`src/rtl/dcs_pkg.sv`:
```
package dcs_pkg;

   localparam int unsigned DATA_W = 32;

   // one-hot classification of the current bus address
   typedef struct packed {
      logic hit_ctrl;
      logic hit_zqc;
      logic hit_zqs;
      logic hole;
      logic tail;
   } dcs_sel_t;

endpackage

```
`src/rtl/dcs_decode.sv`:
```
module dcs_decode #(
   parameter int unsigned ADDR_W       = 12,
   parameter int unsigned CTRL_OFS     = 'h000,
   parameter int unsigned ZQC_OFS      = 'h0A8,
   parameter int unsigned ZQS_OFS      = 'h0B0,
   parameter int unsigned TAIL_START   = 'h2E4,
   parameter bit          STRICT_ALIGN = 1'b1
) (
   input  logic [ADDR_W-1:0] addr,
   output dcs_pkg::dcs_sel_t sel
);
   localparam int unsigned IDX_W    = ADDR_W - 2;
   localparam logic [IDX_W-1:0] CTRL_IDX = IDX_W'(CTRL_OFS / 4);
   localparam logic [IDX_W-1:0] ZQC_IDX  = IDX_W'(ZQC_OFS / 4);
   localparam logic [IDX_W-1:0] ZQS_IDX  = IDX_W'(ZQS_OFS / 4);
   localparam logic [ADDR_W-1:0] TAIL_A  = ADDR_W'(TAIL_START);

   logic [IDX_W-1:0] word_idx;
   logic             aligned;
   logic             in_tail;
   logic             live_any;

   assign word_idx = addr[ADDR_W-1:2];

   generate
      if (STRICT_ALIGN) begin : g_strict
         assign aligned = (addr[1:0] == 2'b00);
      end else begin : g_loose
         assign aligned = 1'b1;
      end
   endgenerate

   assign in_tail = (addr >= TAIL_A);

   always_comb begin
      sel          = '0;
      sel.tail     = in_tail;
      sel.hit_ctrl = !in_tail && aligned && (word_idx == CTRL_IDX);
      sel.hit_zqc  = !in_tail && aligned && (word_idx == ZQC_IDX);
      sel.hit_zqs  = !in_tail && aligned && (word_idx == ZQS_IDX);
      live_any     = sel.hit_ctrl || sel.hit_zqc || sel.hit_zqs;
      sel.hole     = !in_tail && !live_any;
   end

endmodule

```
`src/rtl/dcs_regs.sv`:
```
module dcs_regs #(
   parameter int unsigned       DW        = 32,
   parameter logic [DW-1:0]     CTRL_RST  = 32'h8002_0000,
   parameter logic [DW-1:0]     ZQC_RST   = 32'h07B0_0000,
   parameter logic [DW-1:0]     ZQS_RST   = 32'h8000_0000,
   parameter int unsigned       INIT_BIT  = 31,
   parameter int unsigned       TRAIN_BIT = 30,
   parameter int unsigned       DONE_BIT  = 31
) (
   input  logic              clk,
   input  logic              rst,
   input  logic              wr_en,
   input  logic [DW-1:0]     wr_data,
   input  dcs_pkg::dcs_sel_t sel,
   output logic [DW-1:0]     ctrl_q,
   output logic [DW-1:0]     zqc_q,
   output logic [DW-1:0]     zqs_q
);
   localparam logic [DW-1:0] REQ_MASK  = (DW'(1) << INIT_BIT) | (DW'(1) << TRAIN_BIT);
   localparam logic [DW-1:0] DONE_MASK = DW'(1) << DONE_BIT;

   generate
      if (INIT_BIT >= DW || TRAIN_BIT >= DW || DONE_BIT >= DW) begin : g_bad_bit
         $error("dcs_regs: request or done bit outside the data width");
      end
      if (INIT_BIT == TRAIN_BIT) begin : g_same_bit
         $error("dcs_regs: init and training requests share one bit");
      end
   endgenerate

   // control register: requests complete at once, so they are never stored
   always_ff @(posedge clk) begin
      if (rst) begin
         ctrl_q <= CTRL_RST;
      end else if (wr_en && sel.hit_ctrl) begin
         ctrl_q <= wr_data & ~REQ_MASK;
      end
   end

   // calibration control register: plain storage
   always_ff @(posedge clk) begin
      if (rst) begin
         zqc_q <= ZQC_RST;
      end else if (wr_en && sel.hit_zqc) begin
         zqc_q <= wr_data;
      end
   end

   // calibration status: direct overwrite, or done flag raised by a calibration start
   always_ff @(posedge clk) begin
      if (rst) begin
         zqs_q <= ZQS_RST;
      end else if (wr_en && sel.hit_zqs) begin
         zqs_q <= wr_data;
      end else if (wr_en && sel.hit_zqc) begin
         zqs_q <= zqs_q | DONE_MASK;
      end
   end

   assert_reset_ctrl_R1: assert property (@(posedge clk)
      rst |=> (ctrl_q == CTRL_RST && zqc_q == ZQC_RST && zqs_q == ZQS_RST))
      else $error("R1: reset values not loaded");

   assert_req_cleared_R2: assert property (@(posedge clk) disable iff (rst)
      (wr_en && sel.hit_ctrl) |=> ((ctrl_q & REQ_MASK) == '0))
      else $error("R2: request bit stored");

   assert_done_set_R3: assert property (@(posedge clk) disable iff (rst)
      (wr_en && sel.hit_zqc) |=> ((zqs_q & DONE_MASK) != '0))
      else $error("R3: calibration done not set");

   assert_low_bits_kept_R3: assert property (@(posedge clk) disable iff (rst)
      (wr_en && sel.hit_zqc) |=> ((zqs_q & ~DONE_MASK) == ($past(zqs_q) & ~DONE_MASK)))
      else $error("R3: status low bits disturbed");

   assert_others_stable_R4: assert property (@(posedge clk) disable iff (rst)
      (wr_en && sel.hit_zqs) |=> ($stable(ctrl_q) && $stable(zqc_q)))
      else $error("R4: status write disturbed another register");

   assert_nonlive_write_R6: assert property (@(posedge clk) disable iff (rst)
      (!(wr_en && (sel.hit_ctrl || sel.hit_zqc || sel.hit_zqs)))
         |=> ($stable(ctrl_q) && $stable(zqc_q) && $stable(zqs_q)))
      else $error("R6: register changed without a live write");

endmodule

```
`src/rtl/dcs_rdport.sv`:
```
module dcs_rdport #(
   parameter int unsigned DW = 32
) (
   input  logic              clk,
   input  logic              rst,
   input  logic              rd_en,
   input  logic              wr_en,
   input  dcs_pkg::dcs_sel_t sel,
   input  logic [DW-1:0]     ctrl_q,
   input  logic [DW-1:0]     zqc_q,
   input  logic [DW-1:0]     zqs_q,
   output logic [DW-1:0]     rd_data,
   output logic              err_oob,
   output logic              err_unimpl
);
   logic [DW-1:0] rd_mux;
   logic          access;

   assign access = rd_en || wr_en;

   always_comb begin
      rd_mux = '0;
      if (sel.hit_ctrl) rd_mux = ctrl_q;
      if (sel.hit_zqc)  rd_mux = zqc_q;
      if (sel.hit_zqs)  rd_mux = zqs_q;
   end

   always_ff @(posedge clk) begin
      if (rst) begin
         rd_data <= '0;
      end else if (rd_en) begin
         rd_data <= rd_mux;
      end
   end

   always_ff @(posedge clk) begin
      if (rst) begin
         err_oob    <= 1'b0;
         err_unimpl <= 1'b0;
      end else begin
         err_oob    <= access && sel.tail;
         err_unimpl <= access && sel.hole;
      end
   end

   assert_rd_hold_R5: assert property (@(posedge clk) disable iff (rst)
      !rd_en |=> $stable(rd_data))
      else $error("R5: read data changed without a read");

   assert_flags_apart_R8: assert property (@(posedge clk) disable iff (rst)
      !(err_oob && err_unimpl))
      else $error("R8: both indications raised");

   assert_tail_pulse_R7: assert property (@(posedge clk) disable iff (rst)
      (access && sel.tail) |=> (err_oob && !err_unimpl))
      else $error("R7: tail access not flagged");

endmodule

```
`src/rtl/dram_init_stub.sv`:
```
module dram_init_stub #(
   parameter int unsigned ADDR_W       = 12,
   parameter int unsigned CTRL_OFS     = 'h000,
   parameter int unsigned ZQC_OFS      = 'h0A8,
   parameter int unsigned ZQS_OFS      = 'h0B0,
   parameter int unsigned TAIL_START   = 'h2E4,
   parameter bit          STRICT_ALIGN = 1'b1,
   parameter logic [31:0] CTRL_RST     = 32'h8002_0000,
   parameter logic [31:0] ZQC_RST      = 32'h07B0_0000,
   parameter logic [31:0] ZQS_RST      = 32'h8000_0000,
   parameter int unsigned INIT_BIT     = 31,
   parameter int unsigned TRAIN_BIT    = 30,
   parameter int unsigned DONE_BIT     = 31
) (
   input  logic              clk,
   input  logic              rst,
   input  logic [ADDR_W-1:0] addr,
   input  logic              wr_en,
   input  logic [31:0]       wr_data,
   input  logic              rd_en,
   output logic [31:0]       rd_data,
   output logic              err_oob,
   output logic              err_unimpl
);
   localparam int unsigned DW       = dcs_pkg::DATA_W;
   localparam int unsigned WIN_SIZE = 1 << ADDR_W;

   generate
      if (ADDR_W < 3) begin : g_bad_width
         $error("dram_init_stub: address too narrow");
      end
      if ((CTRL_OFS % 4) != 0 || (ZQC_OFS % 4) != 0 || (ZQS_OFS % 4) != 0) begin : g_bad_align
         $error("dram_init_stub: live offsets must be word aligned");
      end
      if (CTRL_OFS >= TAIL_START || ZQC_OFS >= TAIL_START || ZQS_OFS >= TAIL_START) begin : g_bad_live
         $error("dram_init_stub: live offset inside the out-of-bounds tail");
      end
      if (TAIL_START > WIN_SIZE) begin : g_bad_tail
         $error("dram_init_stub: tail start beyond the window");
      end
      if (CTRL_OFS == ZQC_OFS || CTRL_OFS == ZQS_OFS || ZQC_OFS == ZQS_OFS) begin : g_bad_overlap
         $error("dram_init_stub: live offsets overlap");
      end
   endgenerate

   dcs_pkg::dcs_sel_t sel;
   logic [DW-1:0]     ctrl_q;
   logic [DW-1:0]     zqc_q;
   logic [DW-1:0]     zqs_q;

   dcs_decode #(
      .ADDR_W      (ADDR_W),
      .CTRL_OFS    (CTRL_OFS),
      .ZQC_OFS     (ZQC_OFS),
      .ZQS_OFS     (ZQS_OFS),
      .TAIL_START  (TAIL_START),
      .STRICT_ALIGN(STRICT_ALIGN)
   ) u_decode (
      .addr(addr),
      .sel (sel)
   );

   dcs_regs #(
      .DW       (DW),
      .CTRL_RST (CTRL_RST),
      .ZQC_RST  (ZQC_RST),
      .ZQS_RST  (ZQS_RST),
      .INIT_BIT (INIT_BIT),
      .TRAIN_BIT(TRAIN_BIT),
      .DONE_BIT (DONE_BIT)
   ) u_regs (
      .clk    (clk),
      .rst    (rst),
      .wr_en  (wr_en),
      .wr_data(wr_data),
      .sel    (sel),
      .ctrl_q (ctrl_q),
      .zqc_q  (zqc_q),
      .zqs_q  (zqs_q)
   );

   dcs_rdport #(
      .DW(DW)
   ) u_rdport (
      .clk       (clk),
      .rst       (rst),
      .rd_en     (rd_en),
      .wr_en     (wr_en),
      .sel       (sel),
      .ctrl_q    (ctrl_q),
      .zqc_q     (zqc_q),
      .zqs_q     (zqs_q),
      .rd_data   (rd_data),
      .err_oob   (err_oob),
      .err_unimpl(err_unimpl)
   );

   assert_sel_onehot_R8: assert property (@(posedge clk) disable iff (rst)
      $onehot({sel.hit_ctrl, sel.hit_zqc, sel.hit_zqs, sel.hole, sel.tail}))
      else $error("R8: address classification not one-hot");

   assert_misaligned_R9: assert property (@(posedge clk) disable iff (rst)
      (STRICT_ALIGN && (addr[1:0] != 2'b00) && (rd_en || wr_en) && !sel.tail) |=> err_unimpl)
      else $error("R9: misaligned access not flagged");

   assert_zero_read_R6: assert property (@(posedge clk) disable iff (rst)
      (rd_en && (sel.hole || sel.tail)) |=> (rd_data == '0))
      else $error("R6: non-live read returned data");

endmodule

```
`config.mk`:
```
export PLATFORM = sky130hd
export DESIGN_NAME = dram_init_stub
export DESIGN_NICKNAME = d
export VERILOG_FILES = /design/src/rtl/dcs_pkg.sv /design/src/rtl/dcs_decode.sv /design/src/rtl/dcs_regs.sv /design/src/rtl/dcs_rdport.sv /design/src/rtl/dram_init_stub.sv
export SDC_FILE = /design/constraint.sdc
export NUM_CORES = 1
export LEC_CHECK = 0
export BUFFER_PORTS_ARGS = -buffer_cell sky130_fd_sc_hd__buf_2
export CAP_MARGIN = 40
export CORE_MARGIN = 5
export CORE_UTILIZATION = 50
export CTS_CLUSTER_DIAMETER = 60
export DETAILED_ROUTE_END_ITERATION = 10
export PLACE_DENSITY_LB_ADDON = 0.08
export SLEW_MARGIN = 20
export SYNTH_ARGS = -nofsm -noshare
export SYNTH_HDL_FRONTEND = slang
export SYNTH_SLANG_ARGS = --single-unit
```
`constraint.sdc`:
```
create_clock -name clk -period 2.7 [get_ports clk]
set_input_delay 0.27 -clock clk [delete_from_list [all_inputs] [get_ports clk]]
set_output_delay 0.27 -clock clk [all_outputs]
set_load 0.005 [all_outputs]
```
Yosys cells after proc, flatten, opt, wreduce, memory -nomap -nowiden
Cells that the tools add are included.
{ "word_totals": {"out_inout_bits": 34, "word_cells": 33, "regBits": 129, "in_bits": 48} }
{ "op_classes": {"n_lt_le_gt_ge": 1, "n_eq_ne": 2, "reduce_logical": 18, "mux": 5} }
{ "op_table": {"columns": ["operator", "count"], "rows": [
  ["two-way mux 32 bit", 5],
  ["== test 10 x 6 -> 1 bit (second input constant)", 2],
  ["greater-or-equal comparator 12 x 10 -> 1 bit (second input constant)", 1],
  ["logical AND 1 bit", 10],
  ["logical NOT 10 bit", 1],
  ["logical OR 1 bit", 3],
  ["logical NOT 1 bit", 2],
  ["logical NOT 2 bit", 1],
  ["nonzero test 2 bit", 1]
]} }

Logic depth before layout (Yosys ltp)
{ "logic_depth": {"depth_word": 9, "ltp_mapped": 7} }

Modules after synthesis
Synthesis repeated with hierarchy kept, for this count alone.
{ "unflattened": {"hier_cells": 640, "area_unflattened_um2": 6138.4} }
{ "by_module_without_submodules": {"columns": ["mod", "area_each_um2", "n_inst", "seq_area_each_um2", "cells_each"], "rows": [
  ["dcs_regs", 4073.9, 1, 1901.8, 428],
  ["dcs_rdport", 1936.9, 1, 680.7, 195],
  ["dcs_decode", 127.6, 1, 0.0, 17]
]} }

Worst setup path after synthesis
OpenSTA, ideal clock, no wires.
{ "synth_timing": {"path_kind": "input to register", "startpoint": "input port addr[6]", "endpoint": "register u_rdport.rd_data[11]", "setup_time_ns": 0.067, "t_required_ns": 2.633, "path_stages": 5, "slack_ns": 1.087, "t_arrival_ns": 1.545, "cell_sequence": "or4_1 > nor4b_4 > buf_6 > o21ai_1 > o21ai_2"} }
{ "synth_via": {"elab_chain_cells": 7} }
{ "synth_lines": {"columns": ["item", "line_no", "rtl"], "rows": [
  ["start: declaration", "dram_init_stub.sv:17", "input logic [ADDR_W-1:0] addr,"],
  ["greater-or-equal comparator 12 x 10 -> 1 bit", "dcs_decode.sv:33", "assign in_tail = (addr >= TAIL_A);"],
  ["logical NOT 1 bit", "dcs_decode.sv:38, dcs_decode.sv:39, dcs_decode.sv:40", null],
  ["logical AND 1 bit", "dcs_decode.sv:38, dcs_decode.sv:39, dcs_decode.sv:40", null],
  ["logical AND 1 bit", "dcs_decode.sv:38", "sel.hit_ctrl = !in_tail && aligned && (word_idx == CTRL_IDX);"],
  ["two-way mux 32 bit", "dcs_rdport.sv:23", "if (sel.hit_ctrl) rd_mux = ctrl_q;"],
  ["two-way mux 32 bit", "dcs_rdport.sv:24", "if (sel.hit_zqc) rd_mux = zqc_q;"],
  ["two-way mux 32 bit (*)", "dcs_rdport.sv:25", "if (sel.hit_zqs) rd_mux = zqs_q;"],
  ["end signal: assignment", "dcs_rdport.sv:32", "rd_data <= rd_mux;"],
  ["end: declaration", "dcs_rdport.sv:12", "output logic [DW-1:0] rd_data,"]
]} }
Mark *: on every way between the ends. The rest lies on a longest branch, timed or not.
A chain may end at the register's enable or synchronous reset.

Final worst setup path
{ "layout_timing": {"startpoint": "input port addr[6]", "endpoint": "register u_regs.zqc_q[13]"} }
{ "layout_via": {"elab_chain_cells": 5} }
{ "layout_lines": {"columns": ["item", "line_no", "rtl"], "rows": [
  ["greater-or-equal comparator 12 x 10 -> 1 bit", "dcs_decode.sv:33", null],
  ["logical NOT 1 bit", "dcs_decode.sv:39", "sel.hit_zqc = !in_tail && aligned && (word_idx == ZQC_IDX);"],
  ["logical AND 1 bit", "dcs_decode.sv:39", null],
  ["logical AND 1 bit (*)", "dcs_decode.sv:39", null],
  ["logical AND 1 bit (*)", "dcs_regs.sv:44", "end else if (wr_en && sel.hit_zqc) begin"],
  ["end signal: assignment", "dcs_regs.sv:45", "zqc_q <= wr_data;"],
  ["end: declaration", "dcs_regs.sv:16", "output logic [DW-1:0] zqc_q,"]
]} }
Marked as above.

==> impl_results.md <==
- CTS tree: yes
- R2R setup slack: 1.82 ns
- Worst path arrival time: 2.04 ns
- Largest net degree at the start of global routing: 67
- Layout cells sized above 1: between 20% and 30%
- Maximum vdd drop: 0.589 mV
- Initial core utilization: about half
- Buffer depth of the longest clock path: 2
- Final worst-path cycle share: 58.8%
- Syn Std Cell Area: 4990 µm²
- Critical Path End: u_regs.zqc_q[13]
- H-Tree Depth: 4
- Biggest area consumer among synthesized cells: dfxtp_1
- Adder-cell share of the synthesized area: 0%
- Die height: ~110 µm
- Remaining DRCs: 0
- Worst-path cell with the longest stage delay: nor4_2
- Die width: 110 µm
- Tot Pwr: 4.48 mW
- CTS Buf Count: 17
- Pleak: roughly 2.6 nW
- Initial antenna violation count: 0
- DR WL/cell: 16.1 µm
- Final WS setup: 1.11 ns
- Vias in the first global route: 4345
- Number of diodes: 0
- Final Skew: 0.00650 ns
- IO Pins: 82
- Compound-gate portion of the synthesized area: 19.8%
- R2R cell count: 2
- Via/cell ratio: between 5 and 6
- Syn_nets: about 630
- First-pass GRT wire length: 21200 µm
- Clock-pin slew of the registers on the worst-case setup and hold paths: 0.06 ns
- Cell count after synthesis: 586
- Crit. Startpoint: addr[6]
- Max-cap viol count: 0
- TritonRoute pass-1 iters: 7
- Clock sinks: 129
- CP Cell Sequence: buf_2 > nor4_2 > and4_1 > buf_4 > nand2_1 > a21oi_1
- Clock latency on the worst-skew pair: 0.53 ns
- Clk root buf: clkbuf_8
- Port bufs: 81
- Delay of the slowest critical-path stage: 0.59 ns
- Crit Path Max Fanout: 10
- Dpl ws: 0.621 ns
- Hpwl dp: just over 8000 µm
- EDFF count, synth: 0
- Largest family of logic cells by synthesized area: compound AO/OA/AOI/OAI gates
- CP Class: input pin to flop
- R2R Path End: u_rdport.rd_data[20]
- Max transition margin: 53.8%
- Die area: 12100 µm²
- Top-area cell type share of the netlist area: about half
- PwrDens: 700 nW/µm²
- Gpl congestion: roughly 0.76
- Sequential fraction of the synthesis area: 51.7%
- RSZ-0062 raised after global routing: no
- Actual slew at the worst max-slew pin: 0.692 ns
- Total track usage: 22.8%
- Multiplexer share of the synthesized area: 5.81%
- Pins Over Slew Limit: 0
- Highest clock rate: 629 MHz
- Final wirelength: around 13000 µm
- Leading cell types in the layout, fill and taps excluded: nand2_1 (145), dfxtp_1 (129), buf_2 (80)
- Final instance count without filler cells: 829
- Setup TNS: 0 ns
- Hold crit path type: input pin to flop
- Core Footprint: 9770 µm²
- Nets@finish: around 730
- Yosys warns: 0
- Yosys cell types: 35
- CP endpoint kind: flop
- Post-synthesis register bit count: 129
- DRT iter0 DRCs: 357
- Final hold slack: 0.0239 ns
- Synth area leaders: dfxtp_1 (52%), nand2_1 (11%), a21oi_1 (6.3%)
- Async S/R FF share, synth: 0%
- XOR/XNOR Fraction of Synth Area: 0.175%
- Most used DFF post-synth: dfxtp_1
- Min Tclk post-route: about 1.6 ns
- Post-synthesis simple-gate area fraction: 18.0%
- Synth-to-Final Area Change: 28.1%
- Hold Violations, Final: 0
- Grt total ovfl: 0
- Most common cell after layout, fill and taps aside: nand2_1
- Setup violators final: 0
- FP Rows: 36
- Critical Path RT: 3.15 ns
- Placed cells: 770
- Vias post-DR: 4546
- Status: complete, no violations
- Crit start category: input pin
- Routed Antenna Nets: 0
- Avg Inst Size Synth: 8.52 µm²
- Worst r2r src: u_regs.zqc_q[20]
## per-stage QoR
stage / area [µm²] / utilization [%]
2_1_floorplan: 4990 / -
5_1_grt: 6390 / 65.4
6_report: 6390 / 65.4
4_1_cts: 6390 / 65.4
3_3_place_gp: 5500 / 56.3
3_5_place_dp: 5500 / 56.3
## critical path: cells and delay by family
kind | cells | cell delay [ns]
buffers and inverters | 2 | 0.39
AOI/OAI and AO/OA | 1 | 0.14
and+or+nand+nor | 3 | 1.23
## sequential cells by signal (all words and copies together) (netlist names)
signal	cells
u_regs.ctrl_q	31
u_regs.zqc_q	32
u_rdport.rd_data	32
u_rdport.err_unimpl	1
u_rdport.err_oob	1
u_regs.zqs_q	32
## repair_timing
action | CTS | global route
resized for setup | 0 | 0
hold endpoints to repair | 39 | 0
setup buffers | 0 | 0
hold buffers | 27 | 0
## layout make-up
cell class              count  area, µm²
fillers                   861       3380
flip-flops and latches    129       2580
multi-input cells         407       2200
repair buffers            127        821
clock buffers              19        442
clock inverters            13        184
well taps                 133        166
inverters                   1       3.75
## power breakdown
group	switching, mW	total [mW]	internal, mW	leakage (nW)
logic	0.104	0.178	0.0738	1.22
registers	0.000552	1.91	1.91	1.04
clock network	0.848	2.40	1.55	0.300
total	0.952	4.48	3.53	2.55
## worst min path at each step
stage / start / to / slack (ns) / depth (start not counted)
global placement: u_rdport.rd_data[8] / u_rdport.rd_data[8] / 0.43 / 2
floorplan: wr_data[0] / u_regs.zqc_q[0] / 0.41 / 2
detailed placement: u_rdport.rd_data[17] / u_rdport.rd_data[17] / 0.44 / 2
global route: wr_data[5] / u_regs.zqc_q[5] / 0.02 / 3
finish: wr_data[20] / u_regs.zqs_q[20] / 0.02 / 3
CTS: wr_data[4] / u_regs.zqc_q[4] / 0.001 / 3
## cell families after synthesis
group	count (synthesis)
DFF	129
buffers and inverters	50
and+or+nand+nor	210
muxes	29
AOI/OAI and AO/OA	167
xor gates and xnor gates	1
## Yosys cell counts (2+ instances only)
| master | n |
|---|---|
| buf_6 | 3 |
| a21o_1 | 2 |
| nand2_1 | 145 |
| nand3_1 | 2 |
| and4_1 | 2 |
| o21ai_2 | 2 |
| a211oi_1 | 2 |
| a221oi_1 | 31 |
| nand4_1 | 4 |
| clkbuf_1 | 35 |
| o21ai_1 | 60 |
| and4b_1 | 2 |
| mux2i_1 | 29 |
| a22o_1 | 2 |
| buf_2 | 9 |
| nor3_1 | 7 |
| a21oi_1 | 63 |
| dfxtp_1 | 129 |
| nor4_2 | 3 |
| nor2_1 | 39 |
## metal layers
layer  up-vias  wire (µm)  GRT usage (%)
li1       2237          -              -
met5         -          0              0
met2       124       6480           37.4
met3        17        679           6.46
met4         0        167           7.48
met1      2168       6040           28.7
Note: power is estimated with default switching activity, not from simulation.
